===== src/rtl/smbus_alert_pkg.sv =====
package smbus_alert_pkg;

  typedef enum logic [2:0] {
    ST_IDLE,
    ST_ADDR,
    ST_ACK,
    ST_DATA,
    ST_MACK
  } respState_t;

  typedef struct packed {
    logic clrCnt;
    logic shiftRx;
    logic loadTx;
    logic shiftTx;
    logic clrFlag;
  } dpStrobe_t;

endpackage


===== src/rtl/smbus_alert_dp.sv =====
module smbus_alert_dp
  import smbus_alert_pkg::*;
#(
  parameter int ADDR_W = 7,
  parameter logic [ADDR_W-1:0] POLL_ADDR = 7'h0C
) (
  input  logic              clk,
  input  logic              rst_n,
  input  logic              sclIn,
  input  logic              sdaIn,
  input  logic [ADDR_W-1:0] ownAddr,
  input  logic              alertSet,
  input  dpStrobe_t         strobe,
  output logic              sclRise,
  output logic              sclFall,
  output logic              startDet,
  output logic              stopDet,
  output logic              cntFull,
  output logic              cntLast,
  output logic              pollRead,
  output logic              txBit,
  output logic              alertFlag
);
  localparam int BYTE_BITS = ADDR_W + 1;
  localparam int CNT_W     = $clog2(BYTE_BITS + 1);

  logic sclQ, sclP, sdaQ, sdaP;
  logic [BYTE_BITS-1:0] rxByte;
  logic [BYTE_BITS-1:0] txByte;
  logic [CNT_W-1:0]     bitCnt;

  // line sampling for edge and condition detection
  always_ff @(posedge clk or negedge rst_n) begin
    if (!rst_n) begin
      sclQ <= 1'b1; sclP <= 1'b1;
      sdaQ <= 1'b1; sdaP <= 1'b1;
    end else begin
      sclQ <= sclIn; sclP <= sclQ;
      sdaQ <= sdaIn; sdaP <= sdaQ;
    end
  end

  assign sclRise  = sclQ & ~sclP;
  assign sclFall  = ~sclQ & sclP;
  assign startDet = sclQ & sclP & sdaP & ~sdaQ;
  assign stopDet  = sclQ & sclP & ~sdaP & sdaQ;

  always_ff @(posedge clk or negedge rst_n) begin
    if (!rst_n) begin
      bitCnt <= '0;
    end else if (strobe.clrCnt) begin
      bitCnt <= '0;
    end else if (strobe.shiftRx || strobe.shiftTx) begin
      bitCnt <= bitCnt + 1'b1;
    end
  end

  assign cntFull = (bitCnt == CNT_W'(BYTE_BITS));
  assign cntLast = (bitCnt == CNT_W'(BYTE_BITS - 1));

  always_ff @(posedge clk or negedge rst_n) begin
    if (!rst_n) begin
      rxByte <= '0;
    end else if (strobe.shiftRx) begin
      rxByte <= {rxByte[BYTE_BITS-2:0], sdaQ};
    end
  end

  assign pollRead = (rxByte == {POLL_ADDR, 1'b1});

  always_ff @(posedge clk or negedge rst_n) begin
    if (!rst_n) begin
      txByte <= '0;
    end else if (strobe.loadTx) begin
      txByte <= {ownAddr, 1'b0};
    end else if (strobe.shiftTx) begin
      txByte <= {txByte[BYTE_BITS-2:0], 1'b0};
    end
  end

  assign txBit = txByte[BYTE_BITS-1];

  // set takes priority over the read-side clear
  always_ff @(posedge clk or negedge rst_n) begin
    if (!rst_n) begin
      alertFlag <= 1'b0;
    end else if (alertSet) begin
      alertFlag <= 1'b1;
    end else if (strobe.clrFlag) begin
      alertFlag <= 1'b0;
    end
  end

endmodule


===== src/rtl/smbus_alert_ctl.sv =====
module smbus_alert_ctl
  import smbus_alert_pkg::*;
(
  input  logic       clk,
  input  logic       rst_n,
  input  logic       sclRise,
  input  logic       sclFall,
  input  logic       startDet,
  input  logic       stopDet,
  input  logic       cntFull,
  input  logic       cntLast,
  input  logic       pollRead,
  input  logic       txBit,
  input  logic       alertFlag,
  input  logic       alertEnable,
  output dpStrobe_t  strobe,
  output logic       sdaPullDown,
  output respState_t state
);
  respState_t nextState;

  always_ff @(posedge clk or negedge rst_n) begin
    if (!rst_n) state <= ST_IDLE;
    else        state <= nextState;
  end

  always_comb begin
    nextState = state;
    strobe    = '0;
    if (stopDet) begin
      nextState = ST_IDLE;
    end else if (startDet) begin
      nextState     = ST_ADDR;
      strobe.clrCnt = 1'b1;
    end else begin
      unique case (state)
        ST_IDLE: ;
        ST_ADDR: begin
          if (sclRise && !cntFull) strobe.shiftRx = 1'b1;
          if (sclFall && cntFull) begin
            nextState = (pollRead && alertEnable && alertFlag) ? ST_ACK : ST_IDLE;
          end
        end
        ST_ACK: begin
          if (sclFall) begin
            nextState     = ST_DATA;
            strobe.loadTx = 1'b1;
            strobe.clrCnt = 1'b1;
          end
        end
        ST_DATA: begin
          if (sclFall) begin
            if (cntLast) nextState = ST_MACK;
            else         strobe.shiftTx = 1'b1;
          end
        end
        ST_MACK: begin
          if (sclRise) begin
            strobe.clrFlag = 1'b1;
            nextState      = ST_IDLE;
          end
        end
        default: nextState = ST_IDLE;
      endcase
    end
  end

  assign sdaPullDown = (state == ST_ACK) || ((state == ST_DATA) && !txBit);

endmodule


===== src/rtl/smbus_alert_responder.sv =====
module smbus_alert_responder
  import smbus_alert_pkg::*;
#(
  parameter int ADDR_W = 7,
  parameter logic [ADDR_W-1:0] POLL_ADDR = 7'h0C
) (
  input  logic              clk,
  input  logic              rst_n,
  input  logic              sclIn,
  input  logic              sdaIn,
  input  logic              alertEnable,
  input  logic              alertSet,
  input  logic [ADDR_W-1:0] ownAddr,
  output logic              sdaPullDown,
  output logic              alertFlag
);
  dpStrobe_t  strobe;
  respState_t ctlState;
  logic sclRise, sclFall, startDet, stopDet;
  logic cntFull, cntLast, pollRead, txBit;

  smbus_alert_dp #(.ADDR_W(ADDR_W), .POLL_ADDR(POLL_ADDR)) dp_i (
    .clk(clk), .rst_n(rst_n), .sclIn(sclIn), .sdaIn(sdaIn),
    .ownAddr(ownAddr), .alertSet(alertSet), .strobe(strobe),
    .sclRise(sclRise), .sclFall(sclFall), .startDet(startDet),
    .stopDet(stopDet), .cntFull(cntFull), .cntLast(cntLast),
    .pollRead(pollRead), .txBit(txBit), .alertFlag(alertFlag)
  );

  smbus_alert_ctl ctl_i (
    .clk(clk), .rst_n(rst_n), .sclRise(sclRise), .sclFall(sclFall),
    .startDet(startDet), .stopDet(stopDet), .cntFull(cntFull),
    .cntLast(cntLast), .pollRead(pollRead), .txBit(txBit),
    .alertFlag(alertFlag), .alertEnable(alertEnable), .strobe(strobe),
    .sdaPullDown(sdaPullDown), .state(ctlState)
  );

endmodule


===== config.mk =====
export PLATFORM = sky130hd
export DESIGN_NAME = smbus_alert_responder
export DESIGN_NICKNAME = d
export VERILOG_FILES = /design/src/rtl/smbus_alert_pkg.sv /design/src/rtl/smbus_alert_dp.sv /design/src/rtl/smbus_alert_ctl.sv /design/src/rtl/smbus_alert_responder.sv
export SDC_FILE = /design/constraint.sdc
export NUM_CORES = 1
export LEC_CHECK = 0
export ABC_CLOCK_PERIOD_IN_PS = 2400
export BUFFER_PORTS_ARGS = -buffer_cell sky130_fd_sc_hd__buf_4
export CORE_MARGIN = 1.5
export CORE_UTILIZATION = 35
export DETAILED_ROUTE_END_ITERATION = 7
export HOLD_SLACK_MARGIN = 0.15
export PLACE_DENSITY = 0.55
export RECOVER_POWER = 50
export SYNTH_ARGS = -nofsm -noshare
export SYNTH_HDL_FRONTEND = slang
export SYNTH_SLANG_ARGS = --single-unit
export TNS_END_PERCENT = 10

===== constraint.sdc =====
create_clock -name clk -period 2.4 [get_ports clk]
set_input_delay 0.48 -clock clk [delete_from_list [all_inputs] [get_ports clk]]
set_output_delay 0.48 -clock clk [all_outputs]
set_load 0.02 [all_outputs]

==> results of run 1 <==
[metal layers]
layer | part of all wire, % | vias to the layer above | global-route usage (%)
met5 | 0 | - | 0
met4 | 0.92 | 0 | 5.00
met3 | 3.4 | 2 | 2.34
met2 | 50 | 12 | 23.3
met1 | 45 | 436 | 15.1
li1 | - | 452 | -
[repair_timing]
| action | in CTS | in global routing |
|---|---|---|
| endpoints found under the setup margin | 0 | 0 |
| hold buffers | 1 | 0 |
| endpoints found under the hold margin | 23 | 0 |
[cell usage in the layout, fill, tap and decap left out, types with 2 or more instances in the layout]
cell type / instances
ha_1: 2
o21ai_0: 3
dfstp_1: 2
nand2_1: 13
dfstp_2: 2
xnor2_1: 2
mux2_2: 7
nor2_1: 9
mux2i_1: 3
a21oi_1: 12
clkbuf_4: 5
buf_4: 12
dfrtp_1: 23
nand4_1: 2
o21a_1: 2
nand2b_1: 2
o22ai_1: 8
inv_1: 4
[critical path, delay by kind of cell, from the launching register on]
kind                     cells  cell delay [ns]
adder cells (fa/ha/maj)      1             0.20
AO/OA/AOI/OAI                3             0.90
AND/OR/NAND/NOR              2             0.24
flip-flops                   1             0.45
[sequential cells by signal, indices dropped and copies added, names as in the netlist]
signal and cells:
dp_i.rxByte 8, dp_i.txByte 7, dp_i.bitCnt 4, ctl_i.state 3, dp_i.alertFlag 1, dp_i.sclP 1, dp_i.sclQ 1, dp_i.sdaP 1
dp_i.sdaQ 1
[power by group]
| part | leakage [nW] | total (mW) | internal (mW) | switching, mW |
|---|---|---|---|---|
| Clock | 0.0177 | 0.193 | 0.0624 | 0.131 |
| Combinational | 0.277 | 0.280 | 0.155 | 0.125 |
| Sequential | 0.324 | 0.713 | 0.596 | 0.117 |
[cell type report]
cell class / instances / area [µm²] / area share (%)
inverters: 4 / 15.0 / 1.05
repair buffers: 16 / 119 / 8.30
clock buffers: 3 / 22.5 / 1.57
well taps: 46 / 57.6 / 4.02
flip-flops and latches: 27 / 681 / 47.6
clock inverters: 1 / 5.00 / 0.350
multi-input cells: 82 / 532 / 37.2
[cell families (layout without fill, tap and decap cells)]
kind of cell | after synthesis | in the layout | synth area share (%)
simple gates | 36 | 36 | 14.6
buf+inv | 6 | 24 | 2.22
compound gates | 32 | 32 | 16.0
xor+xnor | 2 | 2 | 1.41
fa+ha+maj | 2 | 2 | 2.02
flops | 27 | 27 | 54.9
mux | 10 | 10 | 8.78
[worst max path at each step]
stage,cells past startpoint,slack [ns],startpoint,end
4_1_cts,4,0.51,ctl_i.state[0],dp_i.txByte[5]
5_1_grt,2,0.24,rst_n,ctl_i.state[1]
3_5_place_dp,4,0.54,ctl_i.state[0],dp_i.txByte[5]
6_report,6,0.51,dp_i.bitCnt[0],dp_i.txByte[5]
2_1_floorplan,6,0.67,dp_i.sclP,ctl_i.state[1]
3_3_place_gp,4,0.60,ctl_i.state[0],dp_i.txByte[7]
==> results list, run 1 <==
- The run finished with clean final reports.
- Dividing the detail-routed wire length by the instance count gives about 13 µm.
- Data arrives at the worst endpoint at around 2.1 ns.
- For this block, the initial DRC count from the detailed router was 10.
- Net count after synthesis: 130
- The path with the worst hold slack has its endpoint at dp_i.sclQ.
- Power spread over the standard cell area amounts to 829 nW/µm².
- Initial Utilization: 36.9%
- Global-route wire length before repair: 4070 µm
* Final std cells w/o fill: 179
- Area delta synth->final: 15.4%
- The congestion estimate from routability-driven global placement came to 0.830.
- Final-layout setup total negative slack: 0 ns
- The Yosys step of the flow raised 0 warnings.
- Of the cells placed in the final design, the portion with a size suffix greater than 1 is 22.6%.
- Final critical path time including I/O delays and setup: 1.89 ns
- Main flop type after synthesis: dfrtp_1
- The floorplan has 21 rows.
* Slowest cell on crit path: o21ai_1
* Antenna Cells: 0
- Cell leakage power: 0.618 nW
- In this run the critical register-to-register path is captured at dp_i.txByte[5].
* Longest Clk Path Bufs: 2
- The die covers around 4000 µm².
* Depth of the most critical reg-to-reg path: 6
- Remaining Overflow, GRT: 0
- In this run the vertical extent of the chip is 62.5 µm.
* Die boundary width: between 60 and 70 µm
- Max Freq: 530 MHz
* Clock root buffer master: clkbuf_4
- Per-instance average area after synthesis: 10.8 µm²
* Via count of the first global-routing pass: 930
- After clock tree synthesis, the clock-pin slew on the worst setup and hold paths is 0.15 ns.
- Sequential cells were found to cover a little over half of the synthesized design area.
* Ordered list of cells on the worst path: ha_1 > nand2_1 > o21ai_1 > a21oi_1 > nor2_1 > a21oi_1
- Flops & latches, synth: 27
* DPL Wire Length: between 1500 and 2000 µm
- Final worst-path cycle share: roughly four fifths
* Synth area leader: dfrtp_1
- Counting flops with a built-in enable in the synthesized netlist gives 0.
- RSZ-0062 raised after global routing: no
- Worst hold stages: 1
* Least setup slack across all paths after layout: 0.512 ns
* Class of the most critical hold timing path: in -> reg
- The worst pin sits at a relative slew slack of 3.10%.
* Flop2flop setup slack: 0.51 ns
- After floorplanning, the core was sized to cover 3360 µm².
- Of all flip-flops after synthesis, the portion carrying an async set or reset was 100%.
- Ranked by total cell area, the synthesized netlist is headed by dfrtp_1 46%, dfstp_2 8.5%, mux2_2 6.4%, a21oi_1 4.8%, o22ai_1 4.0%.
- In this run, post-CTS repair resized a total of 0 instances.
* Synth cell count leaders: 23 x dfrtp_1, 13 x nand2_1, 12 x a21oi_1
- In this run the number of H-tree levels came out at 1.
- Skew final: 0.00806 ns
* Final cell utilization of the core: 42.6%
* Max-capacitance violation count: 0
- Setup crit end kind: flip-flop
* Worst setup path class: reg -> reg
- Max IR drop VDD: 0.000364 V
- Number of antenna violations at the first check in global routing: 0
- The largest single stage delay on the critical path is 0.51 ns.
* Final-report max-slew violation count: 0
- Once detail routing completed, the nets flagged for antenna violations numbered 0.
- Clock tree from TritonCTS: yes
* Endpoints failing hold: 0
- Required time of the worst setup path: 2.61 ns
* Netlist cell types: 34
- dfrtp_1 is the most common cell in the netlist.
- Clock latency reported for the late side of the worst-skew pair: 0.32 ns
- Setup bufs post-CTS: 0
- The final route contains 902 vias.
* Cell area after synthesis: 1240 µm²
* Final #Nets: 149
- DP Worst Slack: between 0.5 and 0.6 ns
- Area of all placed cells without fillers: 1430 µm²
* Total clock sinks: 27
- Via density: around 5.0
- After detailed routing, the number of remaining DRC violations is 0.
* Setup crit start kind: flip-flop
* Pin count of the biggest net entering global routing: 28
- Buffers inserted during clock tree synthesis total 3.
* Most repeated library cell on the critical path: a21oi_1
* Setup-failing EPs final: 0
- Overall routing resource usage: approximately 13%
- Post-synthesis cell count: roughly 120
- Number of placed instances, taps included: 174
* Buffers added on ports: 14
- In this run the cell area measured after placement is 1400 µm².
* Proportion of netlist area held by the largest area contributor: roughly 46%
* Transition time at the pin with the least slew margin: 1.45 ns
* Fin Hold WS: ~0.25 ns
- Maximum net fanout on the critical path: 8
- PnR Total Power: 1.19 mW
* Number of iterations in the first detailed-routing pass: 4
- The startpoint identified for the worst register-to-register timing path is dp_i.bitCnt[0].
- Wires add up to 2300 µm.
- Counting the fill cells in the layout gives 374.
- The worst hold path begins at sclIn.
- IO Pins: 15
No activity file was read; power rests on OpenSTA's default activity.
==> run 2, diff against run 1 <==
Settings changed: ABC_CLOCK_PERIOD_IN_PS 2400 to 1560, PLACE_DENSITY 0.55 to 0.56.
Clock period 2.4 ns to 1.56 ns, I/O delays scaled along.
==> run 2 against run 1 <==
  * The flow now finishes with violations (setup timing)
  * Setup slack worse by 0.62 ns
  * Final cell count rose by 10%
  * Register-to-register slack worse by 0.62 ns
  * Non-clock buffer count increased by 18
  * Die area unchanged
  * Clock-buffer cell count did not move
  * Critical path depth is 1 higher
  * Global-route usage grew 0.62 points
  * Sequential cell count is the same
  * Cell area increased by 12%
  * Critical path type unchanged
  * Highest routed layer unchanged
==> results list, run 2 (synthesis gave the netlist of run 1 again) <==
* Max Freq: 601 MHz (+13%)
- Clock tree from TritonCTS: yes
- Most frequent cells in the layout: 26 x buf_4, 23 x dfrtp_1, 12 x nand2_1
- Least setup slack across all paths after layout: -0.103 ns (-0.616 ns)
* Class of the most critical hold timing path: in -> reg
* Setup-failing EPs final: 12 (+12)
* Layout cells sized above 1: 35.8% (+13 points)
- Number of iterations in the first detailed-routing pass: 2 (-2)
* Clock root buffer master: clkbuf_4
* Final-layout setup total negative slack: -0.287 ns (-0.287 ns)
- The largest registers in the layout are dp_i.rxByte: 8 flops, dp_i.txByte: 7 flops, dp_i.bitCnt: 4 flops.
* Required time of the worst setup path: 1.81 ns (-0.80 ns)
- RSZ-0062 raised after global routing: yes
- Max IR drop VDD: 0.000502 V (+38%)
* Final cell utilization of the core: 47.8% (+5.3 points)
- Clock transition at the registers of the reported paths: 0.14 ns (about the same)
- Total clock sinks: 27 (unchanged)
- Final critical path time including I/O delays and setup: 1.66 ns (-0.224 ns)
- Via density: 4.96 (-1.5%)
- Cell leakage power: 0.729 nW (+18%)
* Endpoints failing hold: 0 (unchanged)
- Setup crit end kind: flip-flop
- The deepest clock path buffer count was 2 (unchanged).
- Failing checks: setup timing
- The post-layout net count is 167 (+12%).
- The placed wire-length estimate was 1860 µm (+8.9%).
- Via count of the first global-routing pass: 988 (+6.2%)
* Status: finished with violations
- Max-capacitance violation count: 0 (unchanged)
- The residual antenna-violating net count after detailed routing came to 0 (unchanged).
* Skew final: 0.00208 ns (-0.00597 ns)
- STA classifies the critical path startpoint as a flip-flop.
- The post-layout instance count excluding filler cells was 197 (+10%).
- The later-pin clock latency in the skew report is 0.31 ns (about the same).
- First element of the critical path: dp_i.bitCnt[0]
* Number of placed instances, taps included: 190 (+9.2%)
* Transition time at the pin with the least slew margin: 0.667 ns (-0.786 ns)
- Number of antenna violations at the first check in global routing: 0 (unchanged)
- Max-Slew Margin vs Limit: 55.5% (+52 points)
- The final period utilization came to 107% (+28 points).
- Buffers added on ports: 14 (unchanged)
- The first-pass GRT wire length came to 4300 µm (+5.6%).
- The die outline area is 3910 µm² (unchanged).
- The routability congestion estimate from global placement is 0.884 (+6.4%).
- Row cnt: 21 (unchanged)
- The number of violations reported at the end of detailed-routing iteration 0 is 21 (+11).
* Cts bufs inserted: 3 (unchanged)
- The number of diodes came to 0 (unchanged).
* Fill count: 338 (-9.6%)
- Maximum net fanout on the critical path: 4 (-4)
* Most flops, register: dp_i.rxByte
* Most common cell after layout, fill and taps aside: buf_4
* Total power per unit cell area: 1210 nW/µm² (+46%)
* CTS H-Tree Depth: 1 (unchanged)
- Pin count of the biggest net entering global routing: 28 (unchanged)
- Height of the die: 62.5 µm (unchanged)
- The wire length after detailed routing is 2420 µm (+5.5%).
* IO Pins: 15 (unchanged)
- Launch instance of the worst register-to-register path: dp_i.bitCnt[0]
* Overall routing resource usage: 13.5% (+0.62 points)
- The starting density of the core was 36.9% (unchanged).
- The wire length per cell after detailed routing came to 12.3 µm (-4.1%).
* Post-detailed-route DRC marker count: 0 (unchanged)
- Worst setup path class: reg -> reg
* Max reg flops: 8 (unchanged)
- The leftover overflow at the end of global routing is 0 (unchanged).
* Vias after detailed routing: 978 (+8.4%)
- Worst endpoint data arrival time: 1.92 ns (-0.18 ns)
* Core ar.: 3360 µm² (unchanged)
* Final-report max-slew violation count: 0 (unchanged)
- The buffer count from post-CTS setup fixing was 0 (unchanged).
- Area delta synth->final: 29.8%
- Hold_sp: alertSet
* Die boundary width: 62.5 µm (unchanged)
## run 2: power breakdown
part           internal [mW]  switching, mW  leakage [nW]
Combinational          0.333          0.248         0.387
Clock                 0.0957          0.193        0.0177
Sequential             0.919          0.152         0.325
## run 2: layout make-up
class	instances	area (µm²)	share of cell area [%]
clock buffer	3	22.5	1.40
inverter	4	15.0	0.933
sequential	27	681	42.3
clock inverter	1	5.00	0.311
multi-input combinational	82	552	34.3
tap	46	57.6	3.58
timing repair buffer	34	277	17.2
## run 2: path summary, 6_finish.rpt
| check | end | slack [ns] | cells after the start |
|---|---|---|---|
| max | ctl_i.state[1] | -0.10 | 7 |
| min | dp_i.alertFlag | 0.18 | 2 |
| max reg2reg | ctl_i.state[1] | -0.10 | 7 |
| min reg2reg | dp_i.sdaP | 0.40 | 0 |
| max in group asynchronous | dp_i.rxByte[4] | 0.59 | 2 |
| min in group asynchronous | dp_i.txByte[5] | 0.54 | 2 |
## run 2: through the flow
| stage | power (mW) | setup slack [ns] | hold slack (ns) | cell area [µm²] |
|---|---|---|---|---|
| 2_1_floorplan | 1.41 | -0.160 | 0.0164 | 1250 |
| 3_3_place_gp | 1.63 | -0.149 | 0.239 | 1540 |
| 3_5_place_dp | 1.67 | -0.147 | 0.249 | 1540 |
| 4_1_cts | 1.98 | -0.131 | 0.164 | 1610 |
| 5_1_grt | 2.11 | -0.217 | 0.162 | 1610 |
| 6_report | 1.94 | -0.103 | 0.178 | 1610 |
## run 2: metal layers
metal  vias up  part of all wire [%]  GRT usage (%)
li1        482                     -              -
met1       483                    43           16.1
met2        11                    54           24.6
met3         2                   3.0           1.98
met4         0                  0.62           4.72
met5         -                     0              0
## run 2: repair_timing
item                       in CTS  in global routing
hold buffers                    3                  0
pin swaps                       0                  2
setup endpoints to repair      17                 22
hold endpoints to repair       25                  0
resized for setup               3                  4
## run 2: critical path: stages, from the launching register on
cell     delay [ns]
dfrtp_1        0.44
inv_1          0.07
ha_1           0.15
nand2_2        0.06
o21a_1         0.21
a211o_1        0.24
or3_1          0.32
a21oi_2        0.11
==> run 3, diff against run 2 <==
Settings changed: RECOVER_POWER 50 to 100.
==> run 3 against run 2 <==
  * Critical path depth stayed put
  * Sequential share of layout area up 0.60 points
  * Clock power hardly changed
  * Sequential cell count did not move
  * Die area did not move
  * The run still ends with setup timing left
  * Sequential power hardly changed
  * Via count rose by 0.10%
  * Largest power group unchanged
  * Clock skew barely moved
  * Worst hold slack hardly changed
  * Highest routed layer unchanged
  * Routed wire length increased by 0.58%
==> results list, run 3 (synthesis gave the netlist of run 1 again) <==
* Row cnt: 21 (unchanged)
- Clock root buffer master: clkbuf_4
- Endpoint of the lowest-slack register-to-register path: ctl_i.state[1]
- The leftover overflow at the end of global routing is 0 (unchanged).
* Maximum net fanout on the critical path: 4 (unchanged)
- Layout cells sized above 1: 34.4% (-1.3 points)
* Fill count: 339 (+0.30%)
* Total clock sinks: 27 (unchanged)
- Flop2flop setup slack: -0.10 ns (about the same)
- Via count of the first global-routing pass: 988 (unchanged)
* Max Freq: 601 MHz (about the same)
* Setup-failing EPs final: 15 (+3)
* Failing checks: setup timing
* DPL Wire Length: 1860 µm (unchanged)
- Total placed instance area: 1540 µm² (unchanged)
- Final #Nets: 167 (unchanged)
* Max reg flops: 8 (unchanged)
* Total power per unit cell area: 1210 nW/µm² (+0.66%)
* Final std cells w/o fill: 197 (unchanged)
- Final-report max-slew violation count: 0 (unchanged)
* Largest registers: dp_i.rxByte: 8 flops, dp_i.txByte: 7 flops, dp_i.bitCnt: 4 flops
- The starting density of the core came to 36.9% (unchanged).
- Height of the die: 62.5 µm (unchanged)
* Area delta synth->final: 28.0%
- Final-layout setup total negative slack: -0.963 ns (-0.675 ns)
- Vias after detailed routing: 979 (+0.10%)
- Total die area: 3910 µm² (unchanged)
- Max-capacitance violation count: 0 (unchanged)
- The flow ran to the end, but the final reports show violations.
- The deepest clock path buffer count came to 2 (unchanged).
* Max IR drop VDD: 0.000502 V (about the same)
- STA classifies the critical path startpoint as a flip-flop.
* Post-detailed-route DRC marker count: 0 (unchanged)
* IO Pins: 15 (unchanged)
* Number of DRC markers after the initial detailed-route iteration: 16 (-24%)
* Most frequent cells in the layout: 24 x buf_4, 23 x dfrtp_1, 12 x nand2_1
- The worst hold path depth is 2 (unchanged).
* Total Wirelength: 2440 µm (+0.58%)
- Weighted congestion at the end of routability-driven global placement: 0.884 (unchanged)
- Hold_sp: alertSet
* Skew final: 0.00233 ns (+0.000250 ns)
- The buffer count from post-CTS setup fixing was 0 (unchanged).
- STA classifies the critical path endpoint as a flip-flop.
* Clock tree from TritonCTS: yes
* Least setup slack across all paths after layout: -0.103 ns (+0.000470 ns)
- The maximum number of pins on one net before global-route repair is 28 (unchanged).
- Depth of the most critical reg-to-reg path: 7 (unchanged)
* Final cell utilization of the core: 47.2% (-0.67 points)
- The most critical setup path has its startpoint at dp_i.bitCnt[0].
- Cell leakage power: 0.715 nW (-1.9%)
- Final worst-path cycle share: 107% (about the same)
* Number of antenna violations at the first check in global routing: 0 (unchanged)
* Transition time at the pin with the least slew margin: 0.664 ns (-0.00304 ns)
- Via density: 4.97 (+0.10%)
- The port buffer count is 14 (unchanged).
- Number of placed instances, taps included: 190 (unchanged)
- CTS H-Tree Depth: 1 (unchanged)
* Max-Slew Margin vs Limit: 55.7% (+0.20 points)
- Die boundary width: 62.5 µm (unchanged)
* Global-route wire length before repair: 4300 µm (unchanged)
- Detail-routed net length per standard cell: 12.4 µm (+0.58%)
* Core ar.: 3360 µm² (unchanged)
- Worst setup path class: reg -> reg
- Cts bufs inserted: 3 (unchanged)
* Final critical path time including I/O delays and setup: 1.66 ns (-0.000470 ns)
* Area of all placed cells without fillers: 1590 µm² (-1.4%)
* Required time of the worst setup path: 1.81 ns (about the same)
* Most common cell after layout, fill and taps aside: buf_4
* Worst endpoint data arrival time: 1.92 ns (about the same)
* Clock transition at the registers of the reported paths: 0.14 ns (about the same)
- Antenna Cells: 0 (unchanged)
- Overall routing resource usage: 13.5% (unchanged)
- The number of iterations in the first detailed-routing pass is 4 (+2).
- Class of the most critical hold timing path: in -> reg
- RSZ-0062 raised after global routing: yes
* Clock latency reported for the late side of the worst-skew pair: 0.31 ns (about the same)
- End point of the worst hold path: dp_i.alertFlag
* Endpoints failing hold: 0 (unchanged)
* Launch instance of the worst register-to-register path: dp_i.bitCnt[0]
- Most flops, register: dp_i.rxByte
- Number of antenna-violating nets in the routed design: 0 (unchanged)
[run 3: how the worst max path moves through the flow]
stage / end / slack (ns) / cells after the start
global route: ctl_i.state[1] / -0.22 / 7
global placement: dp_i.rxByte[1] / -0.15 / 4
floorplan: ctl_i.state[1] / -0.16 / 6
finish: ctl_i.state[1] / -0.10 / 7
detailed placement: dp_i.rxByte[1] / -0.15 / 4
CTS: ctl_i.state[1] / -0.13 / 7
[run 3: cell type report]
type	count	area, µm²	share of cell area (%)
Clock buffer	3	22.5	1.42
Clock inverter	1	5.00	0.315
Inverter	4	15.0	0.946
Multi-Input combinational cell	82	552	34.8
Sequential cell	27	681	42.9
Tap cell	46	57.6	3.63
Timing Repair Buffer	34	254	16.0
[run 3: metrics by stage]
| step | setup slack, ns | hold slack (ns) | total power, mW |
|---|---|---|---|
| 2_1_floorplan | -0.160 | 0.0164 | 1.41 |
| 3_3_place_gp | -0.149 | 0.239 | 1.63 |
| 3_5_place_dp | -0.147 | 0.249 | 1.67 |
| 4_1_cts | -0.131 | 0.164 | 1.98 |
| 5_1_grt | -0.217 | 0.162 | 2.09 |
| 6_report | -0.103 | 0.178 | 1.93 |
[run 3: critical path, cell delays in order, from the launching register on]
cell	delay [ns]
dfrtp_1	0.44
inv_1	0.07
ha_1	0.15
nand2_2	0.06
o21a_1	0.21
a211o_1	0.24
or3_1	0.32
a21oi_2	0.11
[run 3: power by group]
part           internal [mW]  leakage (nW)  switching (mW)  total, mW
combinational          0.320         0.373           0.245      0.566
clock                 0.0957        0.0177           0.193      0.289
sequential             0.919         0.325           0.153       1.07
total                   1.34         0.715           0.591       1.93
[run 3: per-layer routing]
layer / wire (µm) / track usage [%] / vias up / part of all wire, %
met3: 84 / 1.98 / 2 / 3.4
met4: 15 / 4.72 / 0 / 0.62
met2: 1270 / 24.6 / 13 / 52
li1: - / - / 484 / -
met5: 0 / 0 / - / 0
met1: 1060 / 16.1 / 480 / 43
[run 3: repair_timing]
action                                  in CTS  in global routing
endpoints found under the setup margin      17                 22
resized for setup                            3                  4
hold buffers                                 3                  0
endpoints found under the hold margin       25                  0
pin swaps                                    0                  2
cloned                                       0                  0
